<file path="src/rtl/usbst_pkg.sv">
package usbst_pkg;

    typedef enum logic [2:0] {
        OUT_ACK    = 3'd0,
        OUT_NAK    = 3'd1,
        OUT_STALL  = 3'd2,
        OUT_BABBLE = 3'd3,
        OUT_CRCTO  = 3'd4,
        OUT_BUFERR = 3'd5
    } outcome_e;

    // one bit per interrupt cause, collected per frame
    typedef struct packed {
        logic ioc;
        logic spd;
        logic crcto;
        logic fatal;
    } cause_t;

    localparam int NCAUSE = $bits(cause_t);
    localparam int STS_W  = 2;
    localparam int IEN_W  = 4;

endpackage

</file>
<file path="src/rtl/usbst_td_update.sv">
module usbst_td_update
    import usbst_pkg::*;
#(
    parameter int LEN_W  = 11,
    parameter int CERR_W = 2
) (
    input  logic              valid_i,
    input  logic              active_i,
    input  logic              ioc_i,
    input  logic              spd_i,
    input  logic [CERR_W-1:0] cerr_i,
    input  logic [2:0]        outcome_i,
    input  logic              short_i,
    input  logic [LEN_W-1:0]  len_i,
    output logic              active_o,
    output logic              stalled_o,
    output logic              babble_o,
    output logic              crcto_o,
    output logic              buferr_o,
    output logic [CERR_W-1:0] cerr_o,
    output logic [LEN_W-1:0]  len_o,
    output cause_t            cause_o
);

    localparam logic [CERR_W-1:0] CERR_ONE = CERR_W'(1);

    logic count_err;

    always_comb begin
        active_o  = active_i;
        stalled_o = 1'b0;
        babble_o  = 1'b0;
        crcto_o   = 1'b0;
        buferr_o  = 1'b0;
        cerr_o    = cerr_i;
        len_o     = '0;
        count_err = 1'b0;
        if (active_i) begin
            case (outcome_i)
                OUT_ACK: begin
                    active_o = 1'b0;
                    len_o    = len_i;
                end
                OUT_STALL: begin
                    active_o  = 1'b0;
                    stalled_o = 1'b1;
                end
                OUT_BABBLE: begin
                    active_o  = 1'b0;
                    stalled_o = 1'b1;
                    babble_o  = 1'b1;
                end
                OUT_CRCTO: begin
                    crcto_o   = 1'b1;
                    count_err = 1'b1;
                end
                OUT_BUFERR: begin
                    buferr_o  = 1'b1;
                    count_err = 1'b1;
                end
                default: ;
            endcase
            // zero means unlimited retries: never decremented
            if (count_err && (cerr_i != '0)) begin
                cerr_o = cerr_i - CERR_ONE;
                if (cerr_i == CERR_ONE) begin
                    active_o  = 1'b0;
                    stalled_o = 1'b1;
                end
            end
        end
    end

    always_comb begin
        cause_o.ioc   = valid_i & ioc_i & ~active_o;
        cause_o.spd   = valid_i & active_i & spd_i & short_i & (outcome_i == OUT_ACK);
        cause_o.crcto = valid_i & crcto_o;
        cause_o.fatal = valid_i & stalled_o;
    end

endmodule

</file>
<file path="src/rtl/usbst_frame_collect.sv">
module usbst_frame_collect
    import usbst_pkg::*;
(
    input  logic   clk,
    input  logic   rst_n,
    input  cause_t new_i,
    input  logic   eof_i,
    output cause_t frame_o
);

    typedef struct packed {
        cause_t pend;
    } state_t;

    state_t st_d, st_q;

    always_comb begin
        st_d    = st_q;
        frame_o = '0;
        if (eof_i) begin
            // same-cycle causes join the current frame end
            frame_o = st_q.pend | new_i;
            st_d.pend = '0;
        end else begin
            st_d.pend = st_q.pend | new_i;
        end
    end

    always_ff @(posedge clk) begin
        if (!rst_n) st_q <= '0;
        else        st_q <= st_d;
    end

    assert_pend_empty_after_eof_R14: assert property (@(posedge clk) disable iff (!rst_n)
        eof_i |=> (st_q.pend == '0));

endmodule

</file>
<file path="src/rtl/usbst_host_regs.sv">
module usbst_host_regs
    import usbst_pkg::*;
(
    input  logic             clk,
    input  logic             rst_n,
    input  cause_t           set_i,
    input  logic             clr_we_i,
    input  logic [STS_W-1:0] clr_i,
    input  logic             ien_we_i,
    input  logic [IEN_W-1:0] ien_i,
    output logic [STS_W-1:0] sts_o,
    output logic [IEN_W-1:0] ien_o,
    output logic             irq_o
);

    typedef struct packed {
        logic [STS_W-1:0] sts;
        cause_t           src;
        logic [IEN_W-1:0] ien;
    } state_t;

    state_t st_d, st_q;
    logic   clr_int, clr_err;

    always_comb begin
        clr_int = clr_we_i & clr_i[0];
        clr_err = clr_we_i & clr_i[1];
        st_d    = st_q;
        st_d.src.ioc   = set_i.ioc   | (st_q.src.ioc   & ~clr_int);
        st_d.src.spd   = set_i.spd   | (st_q.src.spd   & ~clr_int);
        st_d.src.crcto = set_i.crcto | (st_q.src.crcto & ~clr_err);
        st_d.src.fatal = set_i.fatal | (st_q.src.fatal & ~clr_err);
        st_d.sts[0] = set_i.ioc | set_i.spd | (st_q.sts[0] & ~clr_int);
        st_d.sts[1] = set_i.crcto | set_i.fatal | (st_q.sts[1] & ~clr_err);
        if (ien_we_i) st_d.ien = ien_i;
    end

    always_ff @(posedge clk) begin
        if (!rst_n) st_q <= '0;
        else        st_q <= st_d;
    end

    assign sts_o = st_q.sts;
    assign ien_o = st_q.ien;
    assign irq_o = (st_q.src.ioc & st_q.ien[2]) | (st_q.src.spd & st_q.ien[3])
                 | (st_q.src.crcto & st_q.ien[0]) | st_q.src.fatal;

    assert_int_held_until_clear_R13: assert property (@(posedge clk) disable iff (!rst_n)
        (sts_o[0] && !(clr_we_i && clr_i[0])) |=> sts_o[0]);
    assert_err_held_until_clear_R13: assert property (@(posedge clk) disable iff (!rst_n)
        (sts_o[1] && !(clr_we_i && clr_i[1])) |=> sts_o[1]);
    assert_fatal_irq_R11: assert property (@(posedge clk) disable iff (!rst_n)
        set_i.fatal |=> (irq_o && sts_o[1]));

endmodule

</file>
<file path="src/rtl/usb_xfer_status_unit.sv">
module usb_xfer_status_unit
    import usbst_pkg::*;
#(
    parameter int LEN_W  = 11,
    parameter int CERR_W = 2
) (
    input  logic              clk,
    input  logic              rst_n,
    input  logic              td_valid_i,
    input  logic              td_active_i,
    input  logic              td_ioc_i,
    input  logic              td_spd_i,
    input  logic [CERR_W-1:0] td_cerr_i,
    input  logic [2:0]        outcome_i,
    input  logic              short_pkt_i,
    input  logic [LEN_W-1:0]  xfer_len_i,
    input  logic              eof_i,
    input  logic              sts_clr_we_i,
    input  logic [1:0]        sts_clr_i,
    input  logic              ien_we_i,
    input  logic [3:0]        ien_i,
    output logic              upd_valid_o,
    output logic              upd_active_o,
    output logic              upd_stalled_o,
    output logic              upd_babble_o,
    output logic              upd_crcto_o,
    output logic              upd_buferr_o,
    output logic [CERR_W-1:0] upd_cerr_o,
    output logic [LEN_W-1:0]  upd_len_o,
    output logic [1:0]        sts_o,
    output logic [3:0]        ien_o,
    output logic              irq_o
);

    typedef struct packed {
        logic              valid;
        logic              active;
        logic              stalled;
        logic              babble;
        logic              crcto;
        logic              buferr;
        logic [CERR_W-1:0] cerr;
        logic [LEN_W-1:0]  len;
    } upd_t;

    upd_t   upd_d, upd_q, calc;
    cause_t new_cause, frame_cause;

    usbst_td_update #(.LEN_W(LEN_W), .CERR_W(CERR_W)) u_update (
        .valid_i  (td_valid_i),
        .active_i (td_active_i),
        .ioc_i    (td_ioc_i),
        .spd_i    (td_spd_i),
        .cerr_i   (td_cerr_i),
        .outcome_i(outcome_i),
        .short_i  (short_pkt_i),
        .len_i    (xfer_len_i),
        .active_o (calc.active),
        .stalled_o(calc.stalled),
        .babble_o (calc.babble),
        .crcto_o  (calc.crcto),
        .buferr_o (calc.buferr),
        .cerr_o   (calc.cerr),
        .len_o    (calc.len),
        .cause_o  (new_cause)
    );
    assign calc.valid = td_valid_i;

    usbst_frame_collect u_collect (
        .clk    (clk),
        .rst_n  (rst_n),
        .new_i  (new_cause),
        .eof_i  (eof_i),
        .frame_o(frame_cause)
    );

    usbst_host_regs u_regs (
        .clk     (clk),
        .rst_n   (rst_n),
        .set_i   (frame_cause),
        .clr_we_i(sts_clr_we_i),
        .clr_i   (sts_clr_i),
        .ien_we_i(ien_we_i),
        .ien_i   (ien_i),
        .sts_o   (sts_o),
        .ien_o   (ien_o),
        .irq_o   (irq_o)
    );

    always_comb begin
        upd_d = calc.valid ? calc : '0;
    end

    always_ff @(posedge clk) begin
        if (!rst_n) upd_q <= '0;
        else        upd_q <= upd_d;
    end

    assign upd_valid_o   = upd_q.valid;
    assign upd_active_o  = upd_q.active;
    assign upd_stalled_o = upd_q.stalled;
    assign upd_babble_o  = upd_q.babble;
    assign upd_crcto_o   = upd_q.crcto;
    assign upd_buferr_o  = upd_q.buferr;
    assign upd_cerr_o    = upd_q.cerr;
    assign upd_len_o     = upd_q.len;

    assert_stall_clears_active_R4: assert property (@(posedge clk) disable iff (!rst_n)
        (upd_valid_o && upd_stalled_o) |-> !upd_active_o);
    assert_babble_keeps_cerr_R5: assert property (@(posedge clk) disable iff (!rst_n)
        (td_valid_i && td_active_i && outcome_i == OUT_BABBLE)
        |=> (upd_babble_o && upd_cerr_o == $past(td_cerr_i)));
    assert_zero_cerr_retries_R6: assert property (@(posedge clk) disable iff (!rst_n)
        (td_valid_i && td_active_i && td_cerr_i == '0
         && (outcome_i == OUT_CRCTO || outcome_i == OUT_BUFERR))
        |=> (upd_active_o && upd_cerr_o == '0 && !upd_stalled_o));
    assert_int_rises_at_eof_R7: assert property (@(posedge clk) disable iff (!rst_n)
        $rose(sts_o[0]) |-> $past(eof_i));

endmodule

</file>
<file path="config.mk">
export PLATFORM = sky130hd
export DESIGN_NAME = usb_xfer_status_unit
export DESIGN_NICKNAME = d
export VERILOG_FILES = /design/src/rtl/usbst_pkg.sv /design/src/rtl/usbst_td_update.sv /design/src/rtl/usbst_frame_collect.sv /design/src/rtl/usbst_host_regs.sv /design/src/rtl/usb_xfer_status_unit.sv
export SDC_FILE = /design/constraint.sdc
export NUM_CORES = 1
export LEC_CHECK = 0
export CAP_MARGIN = 20
export CORE_MARGIN = 2
export CORE_UTILIZATION = 36
export DETAILED_ROUTE_END_ITERATION = 8
export GPL_TIMING_DRIVEN = 0
export PLACE_DENSITY = 0.78
export SETUP_SLACK_MARGIN = 0.15
export SYNTH_ARGS = -nofsm -noshare
export SYNTH_HDL_FRONTEND = slang
export SYNTH_SLANG_ARGS = --single-unit
</file>
<file path="constraint.sdc">
create_clock -name clk -period 1 [get_ports clk]
set_input_delay 0.1 -clock clk [delete_from_list [all_inputs] [get_ports clk]]
set_output_delay 0.1 -clock clk [all_outputs]
set_load 0.05 [all_outputs]
</file>
==> run metrics <==
Post-Route WL 3000 um; Final Cycle Share 1.18; post-placement cell area 1880 sq um; clk_skew 3.55 ps; number of global-route vias before repair 1097; pwr dens 1170 nW/um^2; YS warnings 0; internal power 1.89 mW; htree depth 2; FF-to-FF path depth 2; initial antenna violation count 0; Critical Setup Path Class reg2out; vias 1101; fmax approximately 0.85 GHz; Crit. path cell count 3; crit-path max FO 2; worst min path class in2reg; switching power 0.703 mW; Clock transition at path regs 100 ps; GRT Total Usage 0.169; starting density of the core 0.370; Worst EP arrival 1080 ps; Post-Syn Area around 1200 sq um; leakage dissipation 0.954 nW; failing checks negative setup slack; Area Overhead vs Synth 82.1%; #FFs+latches synth 33; layout cells sized above 1 0.521; CTS Buffer Depth 2; total CTS buffers 5; Core ar. approximately 3300 sq um; clk root buf clkbuf_4; finished layout cell area 2210 sq um; dpl hpwl 2200 um; most frequent cells in the layout buf_8, dfxtp_2, clkdlybuf4s50_1; input/output buffers 56; clock power share 0.269; post-synth cell types 31; Fin Setup TNS -288 ps; status finished, violations left; Clock Latency Late Sink 330 ps; CTS tree done; Hold Path Stages 2; Final Slew Violations 0; final core utilization 0.674; Die H 62.1 um; Sink Count 33; die area 3860 sq um; TritonRoute pass-1 iters 2; vias per std cell 4.63; Fillers 266; switch share 0.271; crit start category flop; slowest CP cell dfxtp_2; ANT nets after route 0; first-pass GRT wire length 4640 um; syn nets approximately 160; max_slew headroom 0.796; RSZ-0062 raised after global routing true; part of the power in registers 0.529; IO Count 58; Worst Max-Slew Pin Slew roughly 300 ps; Worst EP required 900 ps; DRC 0; Die Wd 62.1 um; area of the multi-input gates 561 sq um; post-synthesis sequential area ratio 0.544; initial drt markers 16; grt total ovfl 0; register area approximately 700 sq um; crit-path max cell delay approximately 340 ps; pin count of the biggest net entering global routing 11; Combinational Power Share 0.202; Design Power about 2.6 mW; setup slack after layout -178 ps; Setup crit end kind output pin; Hold Slack between 40 and 50 ps; Final Setup Violations 7; clock period minus worst slack 1180 ps; Gate Count Post-Synth 122; ant diodes 0; fin nets 225; gpl congestion 0.765; Cell Chain, Critical Path a22oi_2 > nand2_2 > buf_6; CTS Hold Buffers Added 0; final hold vios 0; WL/cell approximately 13 um; max-cap viol count 0; CP delay by family, top flip-flops; Peak VDD IR 0.916 mV; Cell Rows 21; buffers and inverters on the worst path 1; mean area per synthesized cell 9.96 sq um
-- cells by family (layout without fill, tap and decap cells) --
group,after synthesis,count (layout),share of synthesized area
and+or+nand+nor,51,51,0.229
DFF,33,33,0.544
AOI/OAI and AO/OA,16,16,0.0947
buffers and inverters,14,84,0.0628
muxes,5,5,0.0422
adders and majority gates,2,2,0.0206
xor gates and xnor gates,1,1,0.00721
-- final cells by class --
type	instances	area share
clock buffer	6	0.0187
buffer	9	0.0379
sequential	33	0.313
multi-input combinational	75	0.253
clock inverter	2	0.00452
tap	46	0.0260
timing repair buffer	62	0.326
inverter	5	0.0198
-- timing repair --
action	CTS	global route
gates cloned	0	0
setup buffers	5	1
pin swaps	7	3
gates resized for setup	287	14
endpoints found under the setup margin	54	40
-- sequential cells by signal, indices dropped and copies added, names as in the netlist, 2 cells and up --
name	flops
u_regs.st_q	4
upd_cerr_o	2
u_regs.ien_o	4
upd_len_o	11
u_regs.sts_o	2
u_collect.st_q	4
-- path summary, 6_finish.rpt --
kind / from / to / slack, ps
max reg2reg: u_collect.st_q[0]$_SDFF_PP0_ / u_regs.sts_o[1]$_SDFF_PN0_ / 170
min reg2reg: u_regs.st_q[6]$_SDFF_PN0_ / u_regs.st_q[6]$_SDFF_PN0_ / 470
min: outcome_i[0] / upd_crcto_o$_SDFF_PN0_ / 50
max: u_regs.st_q[7]$_SDFF_PN0_ / irq_o / -180
-- per-layer routing --
metal  vias to the layer above  share of wire  GRT usage
li1                        552              -          -
met1                       498           0.38      0.178
met2                        47           0.53      0.301
met3                         4          0.089     0.0497
met4                         0          0.010     0.0912
met5                         -              0          0
-- cells in the mapped netlist --
cell type / instances / area (sq um)
nand2b_4: 2 / 27.5
and2b_1: 1 / 7.51
a22oi_1: 1 / 7.51
and3_2: 1 / 7.51
and3_1: 11 / 68.8
mux2i_1: 4 / 40.0
xnor2_1: 1 / 8.76
nand2b_1: 1 / 6.26
o21ai_0: 4 / 20.0
nand3_1: 2 / 10.0
a311oi_1: 1 / 8.76
nand4_1: 1 / 6.26
nor3_1: 4 / 20.0
ha_1: 2 / 25.0
clkbuf_1: 2 / 7.51
nor2_1: 13 / 48.8
clkbuf_2: 1 / 5.00
a311oi_2: 1 / 15.0
a31oi_2: 1 / 12.5
nor3b_2: 1 / 12.5
o21ai_1: 1 / 5.00
nor4_1: 2 / 12.5
a31oi_1: 1 / 6.26
a21oi_1: 5 / 25.0
dfxtp_1: 33 / 661
buf_4: 6 / 45.0
nand2_1: 11 / 41.3
nand2b_2: 1 / 8.76
inv_1: 5 / 18.8
mux2_1: 1 / 11.3
o221ai_2: 1 / 15.0
-- metrics by stage --
stage               worst slack, ps  instances
floorplan                     0.915        122
global placement               -795        224
detailed placement             -823        224
CTS                            -183        237
global route                   -252        238
finish                         -178        238
-- power by group through the flow --
stage / registers (mW) / clock network [mW] / logic [mW]
CTS: 1.37 / 0.710 / 0.505
global placement: 1.39 / 0 / 0.436
finish: 1.37 / 0.696 / 0.524
detailed placement: 1.39 / 0 / 0.445
floorplan: 1.43 / 0 / 0.186
global route: 1.38 / 0.787 / 0.557
No activity file was read; power rests on OpenSTA's default activity.
